$ cat src/rtl/cre_pkg.sv
package cre_pkg;
    typedef enum logic [2:0] {
        S_IDLE,
        S_FETCH,
        S_ISSUE,
        S_STORE_DATA,
        S_STORE_EXT,
        S_IMM_SEND,
        S_IMM_WAIT
    } cre_state_t;

    localparam int CFG_AW = 4;
    localparam logic [CFG_AW-1:0] REG_CMD_BASE = 4'd0;
    localparam logic [CFG_AW-1:0] REG_RSP_BASE = 4'd1;
    localparam logic [CFG_AW-1:0] REG_CMD_WP   = 4'd2;
    localparam logic [CFG_AW-1:0] REG_CTRL     = 4'd3;
    localparam logic [CFG_AW-1:0] REG_THRESH   = 4'd4;
    localparam logic [CFG_AW-1:0] REG_RING_STS = 4'd5;
    localparam logic [CFG_AW-1:0] REG_RSP_WP   = 4'd6;
    localparam logic [CFG_AW-1:0] REG_IMM_CMD  = 4'd7;
    localparam logic [CFG_AW-1:0] REG_IMM_STS  = 4'd8;

    localparam int CTRL_RUN     = 0;
    localparam int CTRL_STORE   = 1;
    localparam int CTRL_IRQ_EN  = 2;
    localparam int WP_RESET_BIT = 15;

    localparam int CMD_CAD_LSB   = 28;
    localparam int CMD_INDIRECT  = 27;
    localparam int EXT_UNSOL_BIT = 4;
endpackage

$ cat src/rtl/cre_ring_ptr.sv
module cre_ring_ptr #(
    parameter int W = 8
) (
    input  logic         clk,
    input  logic         rst_n,
    input  logic         inc,
    input  logic         clr,
    output logic [W-1:0] ptr
);
    always_ff @(posedge clk or negedge rst_n) begin
        if (!rst_n)   ptr <= '0;
        else if (clr) ptr <= '0;
        else if (inc) ptr <= ptr + W'(1);
    end
endmodule

$ cat src/rtl/cre_cmd_check.sv
module cre_cmd_check
    import cre_pkg::*;
#(
    parameter int DATA_W = 32,
    parameter int CAD_W  = 4
) (
    input  logic [DATA_W-1:0]      word,
    input  logic [(1<<CAD_W)-1:0]  present,
    output logic                   ok
);
    logic [CAD_W-1:0] cad;
    assign cad = word[CMD_CAD_LSB +: CAD_W];
    assign ok  = !word[CMD_INDIRECT] && present[cad];
endmodule

$ cat src/rtl/cmd_resp_ring_engine.sv
module cmd_resp_ring_engine
    import cre_pkg::*;
#(
    parameter int ADDR_W = 32,
    parameter int DATA_W = 32,
    parameter int PTR_W  = 8,
    parameter int CAD_W  = 4
) (
    input  logic                  clk,
    input  logic                  rst_n,
    input  logic                  cfg_wr,
    input  logic [CFG_AW-1:0]     cfg_addr,
    input  logic [DATA_W-1:0]     cfg_wdata,
    input  logic [(1<<CAD_W)-1:0] codec_present,
    output logic                  mem_req,
    output logic                  mem_we,
    output logic [ADDR_W-1:0]     mem_addr,
    output logic [DATA_W-1:0]     mem_wdata,
    input  logic                  mem_ack,
    input  logic [DATA_W-1:0]     mem_rdata,
    output logic                  cmd_valid,
    output logic [DATA_W-1:0]     cmd_word,
    input  logic                  rsp_valid,
    input  logic [DATA_W-1:0]     rsp_data,
    input  logic                  rsp_unsol,
    input  logic [CAD_W-1:0]      rsp_cad,
    output logic                  rsp_ready,
    output logic [PTR_W-1:0]      cmd_rd_ptr,
    output logic [PTR_W-1:0]      rsp_wr_ptr,
    output logic [PTR_W-1:0]      rsp_count,
    output logic                  ring_irq,
    output logic [DATA_W-1:0]     imm_resp,
    output logic [CAD_W+3:0]      imm_status
);
    localparam int CMD_STRIDE_SH = 2;
    localparam int RSP_STRIDE_SH = 3;

    cre_state_t state_q, state_d;

    logic [ADDR_W-1:0] cmd_base_q, rsp_base_q;
    logic [PTR_W-1:0]  cmd_wp_q, thresh_q, cnt_q;
    logic              run_q, store_en_q, irq_en_q, irq_q;
    logic              awaiting_q;
    logic [DATA_W-1:0] fetched_q, imm_cmd_q, imm_resp_q;
    logic [DATA_W-1:0] rsp_data_q, rsp_ext_q, ext_word;
    logic              imm_busy_q, imm_valid_q;
    logic [CAD_W-1:0]  imm_cad_q;

    logic ring_ok, imm_ok, fetch_ok, rd_inc, wr_inc, wr_clr, rsp_take;

    cre_cmd_check #(.DATA_W(DATA_W), .CAD_W(CAD_W)) u_ring_chk (
        .word(fetched_q), .present(codec_present), .ok(ring_ok));
    cre_cmd_check #(.DATA_W(DATA_W), .CAD_W(CAD_W)) u_imm_chk (
        .word(imm_cmd_q), .present(codec_present), .ok(imm_ok));

    cre_ring_ptr #(.W(PTR_W)) u_rd_ptr (
        .clk(clk), .rst_n(rst_n), .inc(rd_inc), .clr(1'b0), .ptr(cmd_rd_ptr));
    cre_ring_ptr #(.W(PTR_W)) u_wr_ptr (
        .clk(clk), .rst_n(rst_n), .inc(wr_inc), .clr(wr_clr), .ptr(rsp_wr_ptr));

    assign rsp_take = (state_q == S_IDLE) && rsp_valid;
    assign fetch_ok = run_q && (cmd_rd_ptr != cmd_wp_q) && (cnt_q != thresh_q) && !awaiting_q;
    assign rd_inc   = (state_q == S_IDLE) && (state_d == S_FETCH);
    assign wr_inc   = rsp_take && store_en_q;
    assign wr_clr   = cfg_wr && (cfg_addr == REG_RSP_WP) && cfg_wdata[WP_RESET_BIT];

    always_comb begin
        ext_word = '0;
        ext_word[CAD_W-1:0]    = rsp_cad;
        ext_word[EXT_UNSOL_BIT] = rsp_unsol;
    end

    // next state
    always_comb begin
        state_d = state_q;
        unique case (state_q)
            S_IDLE: begin
                if (rsp_valid) begin
                    if (store_en_q) state_d = S_STORE_DATA;
                end else if (imm_busy_q && !awaiting_q) begin
                    state_d = S_IMM_SEND;
                end else if (fetch_ok) begin
                    state_d = S_FETCH;
                end
            end
            S_FETCH:      if (mem_ack) state_d = S_ISSUE;
            S_ISSUE:      state_d = S_IDLE;
            S_STORE_DATA: if (mem_ack) state_d = S_STORE_EXT;
            S_STORE_EXT:  if (mem_ack) state_d = S_IDLE;
            S_IMM_SEND:   state_d = imm_ok ? S_IMM_WAIT : S_IDLE;
            S_IMM_WAIT:   if (rsp_valid) state_d = S_IDLE;
            default:      state_d = S_IDLE;
        endcase
    end

    // state register
    always_ff @(posedge clk or negedge rst_n) begin
        if (!rst_n) state_q <= S_IDLE;
        else        state_q <= state_d;
    end

    // outputs
    always_comb begin
        mem_req   = 1'b0;
        mem_we    = 1'b0;
        mem_addr  = cmd_base_q + (ADDR_W'(cmd_rd_ptr) << CMD_STRIDE_SH);
        mem_wdata = rsp_data_q;
        cmd_valid = 1'b0;
        cmd_word  = fetched_q;
        rsp_ready = 1'b0;
        unique case (state_q)
            S_IDLE:       rsp_ready = 1'b1;
            S_FETCH:      mem_req = 1'b1;
            S_ISSUE:      cmd_valid = ring_ok;
            S_STORE_DATA: begin
                mem_req  = 1'b1;
                mem_we   = 1'b1;
                mem_addr = rsp_base_q + (ADDR_W'(rsp_wr_ptr) << RSP_STRIDE_SH);
            end
            S_STORE_EXT: begin
                mem_req   = 1'b1;
                mem_we    = 1'b1;
                mem_addr  = rsp_base_q + (ADDR_W'(rsp_wr_ptr) << RSP_STRIDE_SH) + ADDR_W'(4);
                mem_wdata = rsp_ext_q;
            end
            S_IMM_SEND: begin
                cmd_valid = imm_ok;
                cmd_word  = imm_cmd_q;
            end
            S_IMM_WAIT:   rsp_ready = 1'b1;
            default:      ;
        endcase
    end

    // datapath and register file; sequencer actions follow software writes
    always_ff @(posedge clk or negedge rst_n) begin
        if (!rst_n) begin
            cmd_base_q <= '0; rsp_base_q <= '0; cmd_wp_q <= '0; thresh_q <= '0;
            cnt_q <= '0; run_q <= 1'b0; store_en_q <= 1'b0; irq_en_q <= 1'b0;
            irq_q <= 1'b0; awaiting_q <= 1'b0; fetched_q <= '0; imm_cmd_q <= '0;
            imm_resp_q <= '0; rsp_data_q <= '0; rsp_ext_q <= '0;
            imm_busy_q <= 1'b0; imm_valid_q <= 1'b0; imm_cad_q <= '0;
        end else begin
            if (cfg_wr) begin
                unique case (cfg_addr)
                    REG_CMD_BASE: cmd_base_q <= ADDR_W'(cfg_wdata);
                    REG_RSP_BASE: rsp_base_q <= ADDR_W'(cfg_wdata);
                    REG_CMD_WP:   cmd_wp_q   <= cfg_wdata[PTR_W-1:0];
                    REG_CTRL: begin
                        run_q      <= cfg_wdata[CTRL_RUN];
                        store_en_q <= cfg_wdata[CTRL_STORE];
                        irq_en_q   <= cfg_wdata[CTRL_IRQ_EN];
                    end
                    REG_THRESH:   thresh_q <= cfg_wdata[PTR_W-1:0];
                    REG_RING_STS: if (cfg_wdata[0]) begin
                        irq_q <= 1'b0;
                        cnt_q <= '0;
                    end
                    REG_IMM_CMD:  imm_cmd_q <= cfg_wdata;
                    REG_IMM_STS: begin
                        if (cfg_wdata[0]) imm_busy_q  <= 1'b1;
                        if (cfg_wdata[1]) imm_valid_q <= 1'b0;
                    end
                    default: ;
                endcase
            end
            if (rsp_take) begin
                if (!rsp_unsol) awaiting_q <= 1'b0;
                if (store_en_q) begin
                    rsp_data_q <= rsp_data;
                    rsp_ext_q  <= ext_word;
                    cnt_q      <= cnt_q + PTR_W'(1);
                end
            end
            if (state_q == S_FETCH && mem_ack) fetched_q <= mem_rdata;
            if (state_q == S_ISSUE && ring_ok) awaiting_q <= 1'b1;
            if (state_q == S_STORE_EXT && mem_ack && irq_en_q &&
                ((cnt_q == thresh_q) || (cmd_rd_ptr == cmd_wp_q)))
                irq_q <= 1'b1;
            if (state_q == S_IMM_SEND && !imm_ok) imm_busy_q <= 1'b0;
            if (state_q == S_IMM_WAIT && rsp_valid) begin
                imm_resp_q  <= rsp_data;
                imm_busy_q  <= 1'b0;
                imm_valid_q <= 1'b1;
                imm_cad_q   <= rsp_cad;
            end
        end
    end

    assign rsp_count  = cnt_q;
    assign ring_irq   = irq_q;
    assign imm_resp   = imm_resp_q;
    assign imm_status = {imm_cad_q, 2'b00, imm_valid_q, imm_busy_q};
endmodule

$ cat config.mk
export PLATFORM = sky130hd
export DESIGN_NAME = cmd_resp_ring_engine
export DESIGN_NICKNAME = d
export VERILOG_FILES = /design/src/rtl/cre_pkg.sv /design/src/rtl/cre_ring_ptr.sv /design/src/rtl/cre_cmd_check.sv /design/src/rtl/cmd_resp_ring_engine.sv
export SDC_FILE = /design/constraint.sdc
export NUM_CORES = 1
export LEC_CHECK = 0
export CELL_PAD_IN_SITES_DETAIL_PLACEMENT = 0
export CELL_PAD_IN_SITES_GLOBAL_PLACEMENT = 1
export CORE_UTILIZATION = 43
export CTS_CLUSTER_DIAMETER = 50
export DETAILED_ROUTE_END_ITERATION = 8
export HOLD_SLACK_MARGIN = 0.12
export PLACE_DENSITY = 0.85
export SLEW_MARGIN = 10
export SYNTH_ARGS = -nofsm -noshare
export SYNTH_HDL_FRONTEND = slang
export SYNTH_SLANG_ARGS = --single-unit
export TNS_END_PERCENT = 10
$ cat constraint.sdc
create_clock -name clk -period 6.1 [get_ports clk]
set_input_delay 0.61 -clock clk [delete_from_list [all_inputs] [get_ports clk]]
set_output_delay 0.61 -clock clk [all_outputs]
set_load 0.05 [all_outputs]
==> results.py <==
metrics = {
    "run_status": {
        "status": "completed",
    },
    "sta": {
        "slew_headroom_pct": 30.9,
        "finalMaxSlewViolations": 0,
        "rsz0062_at_grt": "false",
        "skew_ns": 0.0159,
        "timing_hold_violations_final": 0,
        "setup_ws_ns": 0.278,
        "actual_transition_at_the_worst_max_transition_pin_ns": 1.03,
        "timing.fmax_mhz": 172,
        "setup_viol": 0,
        "hold_slack_ns": 0.116,
        "final.min_clock_period_ns": 5.82,
        "timing.setup.tns_ns": 0,
        "final.period_utilization_pct": 95.4,
    },
    "placed_design": {
        "worst_setup_slack_before_clock_tree_synthesis_ns": 0.815,
        "hpwl_um": 29600,
        "globalplace.congestion": 0.887,
        "place.port_buffers": 288,
    },
    "clocking": {
        "cts_root_cell": "sky130_fd_sc_hd__clkbuf_16",
        "cts_resized": 0,
        "clock_path_buffers": 3,
        "clk_pin_slew_worst_paths_ns": 0.06,
        "insertion_delay_ns": 0.51,
        "tritoncts.num_buffers": 37,
        "cts.hold.buffers_added": 0,
        "postCtsSetupBuffers": 0,
        "htree_num_levels": 2,
        "tritoncts": "yes",
        "clock_sink_count": 251,
    },
    "critical_path": {
        "setup.worst_path.end_class": "output port",
        "critical_path_arrival_ns": 5.21,
        "crit_path_cell_trace": "ha_1 > fa_1 > a211oi_1 > o211a_1 > o221ai_1 > nor4_1 > nand4_1 > nor4_1 > xnor2_1 > o221ai_1 > clkdlybuf4s50_1",
        "critical_path.top_delay_family": "compound AO/OA/AOI/OAI gates",
        "timing.setup.critical_path_class": "flop to output port",
        "timing.critical_path.from": "u_wr_ptr.ptr[0]",
        "cp.buffers_inverters": 1,
        "rr_startpoint": "state_q[0]",
        "crit_required_ns": 5.49,
        "worst_path_max_stage_delay_ns": 0.85,
        "startpoint_type_of_the_worst_setup_path": "flop",
        "timing.critical_path.fanout_max": 5,
        "crit_slowest_cell": "sky130_fd_sc_hd__clkdlybuf4s50_1",
    },
    "hold_path": {
        "holdCritPathClass": "primary input to asynchronous set/reset pin",
    },
    "synth": {
        "synth_top_cell_by_area": "sky130_fd_sc_hd__dfrtp_1",
        "yosys_warnings": 0,
        "synth_area_per_cell_um2": 10.6,
        "synthesis.instances": 1293,
        "synth_seq_cells": 251,
        "yosysSeqAreaShare_pct": 45.7,
        "count_of_cell_types_in_the_netlist": 63,
        "yosys_most_used_dff": "sky130_fd_sc_hd__dfrtp_1",
        "synth.top_cell.area_share_pct": 45.7,
        "synth_edf_count": 0,
        "async_reset_ff_share_pct": 100,
        "post_synth_main_area_contributors": "sky130_fd_sc_hd__dfrtp_1, sky130_fd_sc_hd__mux2_2, sky130_fd_sc_hd__nand2_1",
        "mappedNetlistArea_um2": 13800,
    },
    "global_routing": {
        "grt_start_max_net_pins": 149,
        "grt_util_all_layers_pct": 25.3,
        "gr-total-overflow": 0,
        "grt_pass1_wl_um": 64400,
        "grt_antenna_before_repair": 1,
        "via_count_of_the_first_global_routing_pass": 11213,
    },
    "pwr": {
        "leak_nw": 7.73,
        "powerDensity_nw_per_um2": 542,
        "total_power_mw": 9.90,
        "vdd_drop_max_mv": 0.374,
    },
    "final_layout": {
        "finalCoreUtilization_pct": 58.1,
        "final_net_count": 1720,
        "post_route_cells_drive_above_1_share_pct": 20.5,
        "flow.area_growth_from_synthesis_pct": 32.9,
    },
    "die": {
        "dieArea_um2": 32700,
        "starting_utilization_of_the_core_area_pct": 43.7,
        "die_width_um": 181,
        "top_level_ports": 291,
        "floorplan.die.height_um": 181,
        "rows": 65,
        "fp.coreArea_um2": 31500,
    },
    "flow_run": {
        "drv.max_cap_violation_count": 0,
    },
    "route": {
        "detail_route.wl_per_cell_um": 20.5,
        "detail-route-antenna-nets": 0,
        "vias_per_cell": 5.51,
        "dr.pass1.iters": 5,
        "dr_total_vias": 11034,
        "initialDrtViolationCount": 633,
        "drt-total-wl_um": 41100,
        "drt_drc_violations_left": 0,
    },
}
## through the flow
| step | std cells | cell area (µm²) |
|---|---|---|
| 4_1_cts | 2000 | 18300 |
| 6_report | 2001 | 18300 |
| 3_3_place_gp | 1935 | 17000 |
| 5_1_grt | 2001 | 18300 |
| 3_5_place_dp | 1935 | 17000 |
| 2_1_floorplan | 1294 | 13800 |
## final cells by class
class                           instances  area [µm²]
Multi-Input combinational cell        972        7210
Tap cell                              402         503
Timing Repair Buffer                  300        2990
Antenna cell                            1        2.50
Sequential cell                       251        6280
Fill cell                            2695       13200
Clock buffer                           45        1020
Inverter                               10        37.5
Clock inverter                         20         230
## path summary, 6_finish.rpt
kind                                   end  slack [ns]  depth (start not counted)
min reg2reg                  rsp_data_q[6]        0.47                          2
min                          fetched_q[20]        0.12                          1
min in group clk             rsp_data_q[6]        0.47                          2
max in group asynchronous    cmd_base_q[7]        4.65                          2
max                           mem_addr[25]        0.28                         11
max reg2reg                u_wr_ptr.ptr[4]        3.46                          6
## synthesized netlist by cell type (3+ instances only)
| library cell | number |
|---|---|
| sky130_fd_sc_hd__dfrtp_1 | 251 |
| sky130_fd_sc_hd__mux2_2 | 216 |
| sky130_fd_sc_hd__nand2_1 | 210 |
| sky130_fd_sc_hd__xnor2_1 | 60 |
| sky130_fd_sc_hd__nor2_1 | 50 |
| sky130_fd_sc_hd__o21ai_0 | 44 |
| sky130_fd_sc_hd__clkbuf_1 | 43 |
| sky130_fd_sc_hd__xor2_1 | 40 |
| sky130_fd_sc_hd__and2_1 | 38 |
| sky130_fd_sc_hd__nand3_1 | 38 |
| sky130_fd_sc_hd__nor3_1 | 31 |
| sky130_fd_sc_hd__nand4_1 | 24 |
| sky130_fd_sc_hd__a21oi_1 | 20 |
| sky130_fd_sc_hd__ha_1 | 20 |
| sky130_fd_sc_hd__o221ai_1 | 17 |
| sky130_fd_sc_hd__and3_1 | 15 |
| sky130_fd_sc_hd__buf_1 | 11 |
| sky130_fd_sc_hd__a211oi_1 | 10 |
| sky130_fd_sc_hd__inv_1 | 10 |
| sky130_fd_sc_hd__mux4_2 | 10 |
| sky130_fd_sc_hd__nor2b_1 | 10 |
| sky130_fd_sc_hd__o211ai_1 | 10 |
| sky130_fd_sc_hd__a22oi_1 | 9 |
| sky130_fd_sc_hd__and4_1 | 8 |
| sky130_fd_sc_hd__buf_4 | 7 |
| sky130_fd_sc_hd__nor4_1 | 7 |
| sky130_fd_sc_hd__a21o_1 | 6 |
| sky130_fd_sc_hd__nor3b_1 | 6 |
| sky130_fd_sc_hd__or3_1 | 6 |
| sky130_fd_sc_hd__a31oi_1 | 5 |
| sky130_fd_sc_hd__nand3b_1 | 5 |
| sky130_fd_sc_hd__a31o_2 | 4 |
| sky130_fd_sc_hd__nand2b_1 | 4 |
| sky130_fd_sc_hd__nor4b_1 | 4 |
| sky130_fd_sc_hd__o31ai_1 | 4 |
| sky130_fd_sc_hd__or2_2 | 4 |
| sky130_fd_sc_hd__a211o_1 | 3 |
| sky130_fd_sc_hd__mux2i_1 | 3 |
## routing by layer
metal,GRT usage (%),share of wire [%]
met2,42.4,47
met5,0,0
met4,7.62,2.5
met3,6.77,7.8
met1,31.8,42
## worst reg2reg max path: stages, from the launching register on
cell and delay, ns:
sky130_fd_sc_hd__dfrtp_1 0.50, sky130_fd_sc_hd__nor3_1 0.45, sky130_fd_sc_hd__and3_2 0.92, sky130_fd_sc_hd__and3_1 0.36, sky130_fd_sc_hd__nand2_1 0.09, sky130_fd_sc_hd__xor2_1 0.14, sky130_fd_sc_hd__nor2_1 0.05
## cells in the final DEF (no fill, tap or decap), types with 17 or more instances in the layout
cell                              count
sky130_fd_sc_hd__a21oi_1             20
sky130_fd_sc_hd__and2_1              38
sky130_fd_sc_hd__clkbuf_16           39
sky130_fd_sc_hd__clkdlybuf4s50_1    287
sky130_fd_sc_hd__dfrtp_1            251
sky130_fd_sc_hd__ha_1                20
sky130_fd_sc_hd__mux2_2             216
sky130_fd_sc_hd__nand2_1            209
sky130_fd_sc_hd__nand3_1             36
sky130_fd_sc_hd__nand4_1             24
sky130_fd_sc_hd__nor2_1              49
sky130_fd_sc_hd__nor3_1              31
sky130_fd_sc_hd__o21ai_0             44
sky130_fd_sc_hd__o221ai_1            17
sky130_fd_sc_hd__xnor2_1             60
sky130_fd_sc_hd__xor2_1              40
## sequential cells by signal, summed over array words and instances (netlist names), 3 cells and up
name and cells:
rsp_ext_q 5, imm_resp 32, rsp_count 8, cmd_base_q 32
cmd_wp_q 8, u_rd_ptr.ptr 8, fetched_q 32, imm_cmd_q 32
thresh_q 8, u_wr_ptr.ptr 8, rsp_base_q 32, state_q 3
rsp_data_q 32, imm_cad_q 4
## power breakdown
group,internal (mW),leakage (nW),switching (mW)
registers,2.21,3.14,0.444
clock network,1.34,0.608,0.810
logic,1.89,3.98,3.22
total,5.43,7.73,4.47
## logic make-up (layout without fill, tap and decap cells)
group | after synthesis | after routing | synth area share [%]
multiplexers | 229 | 229 | 19.5
AND/OR/NAND/NOR | 470 | 470 | 16.7
buffers and inverters | 71 | 375 | 2.13
other | 1 | 3 | 0.0273
AO/OA/AOI/OAI | 149 | 149 | 7.41
XOR/XNOR | 100 | 100 | 6.37
flip-flops | 251 | 251 | 45.7
adder cells (fa/ha/maj) | 22 | 22 | 2.11
(Power assumes the default switching activity.)
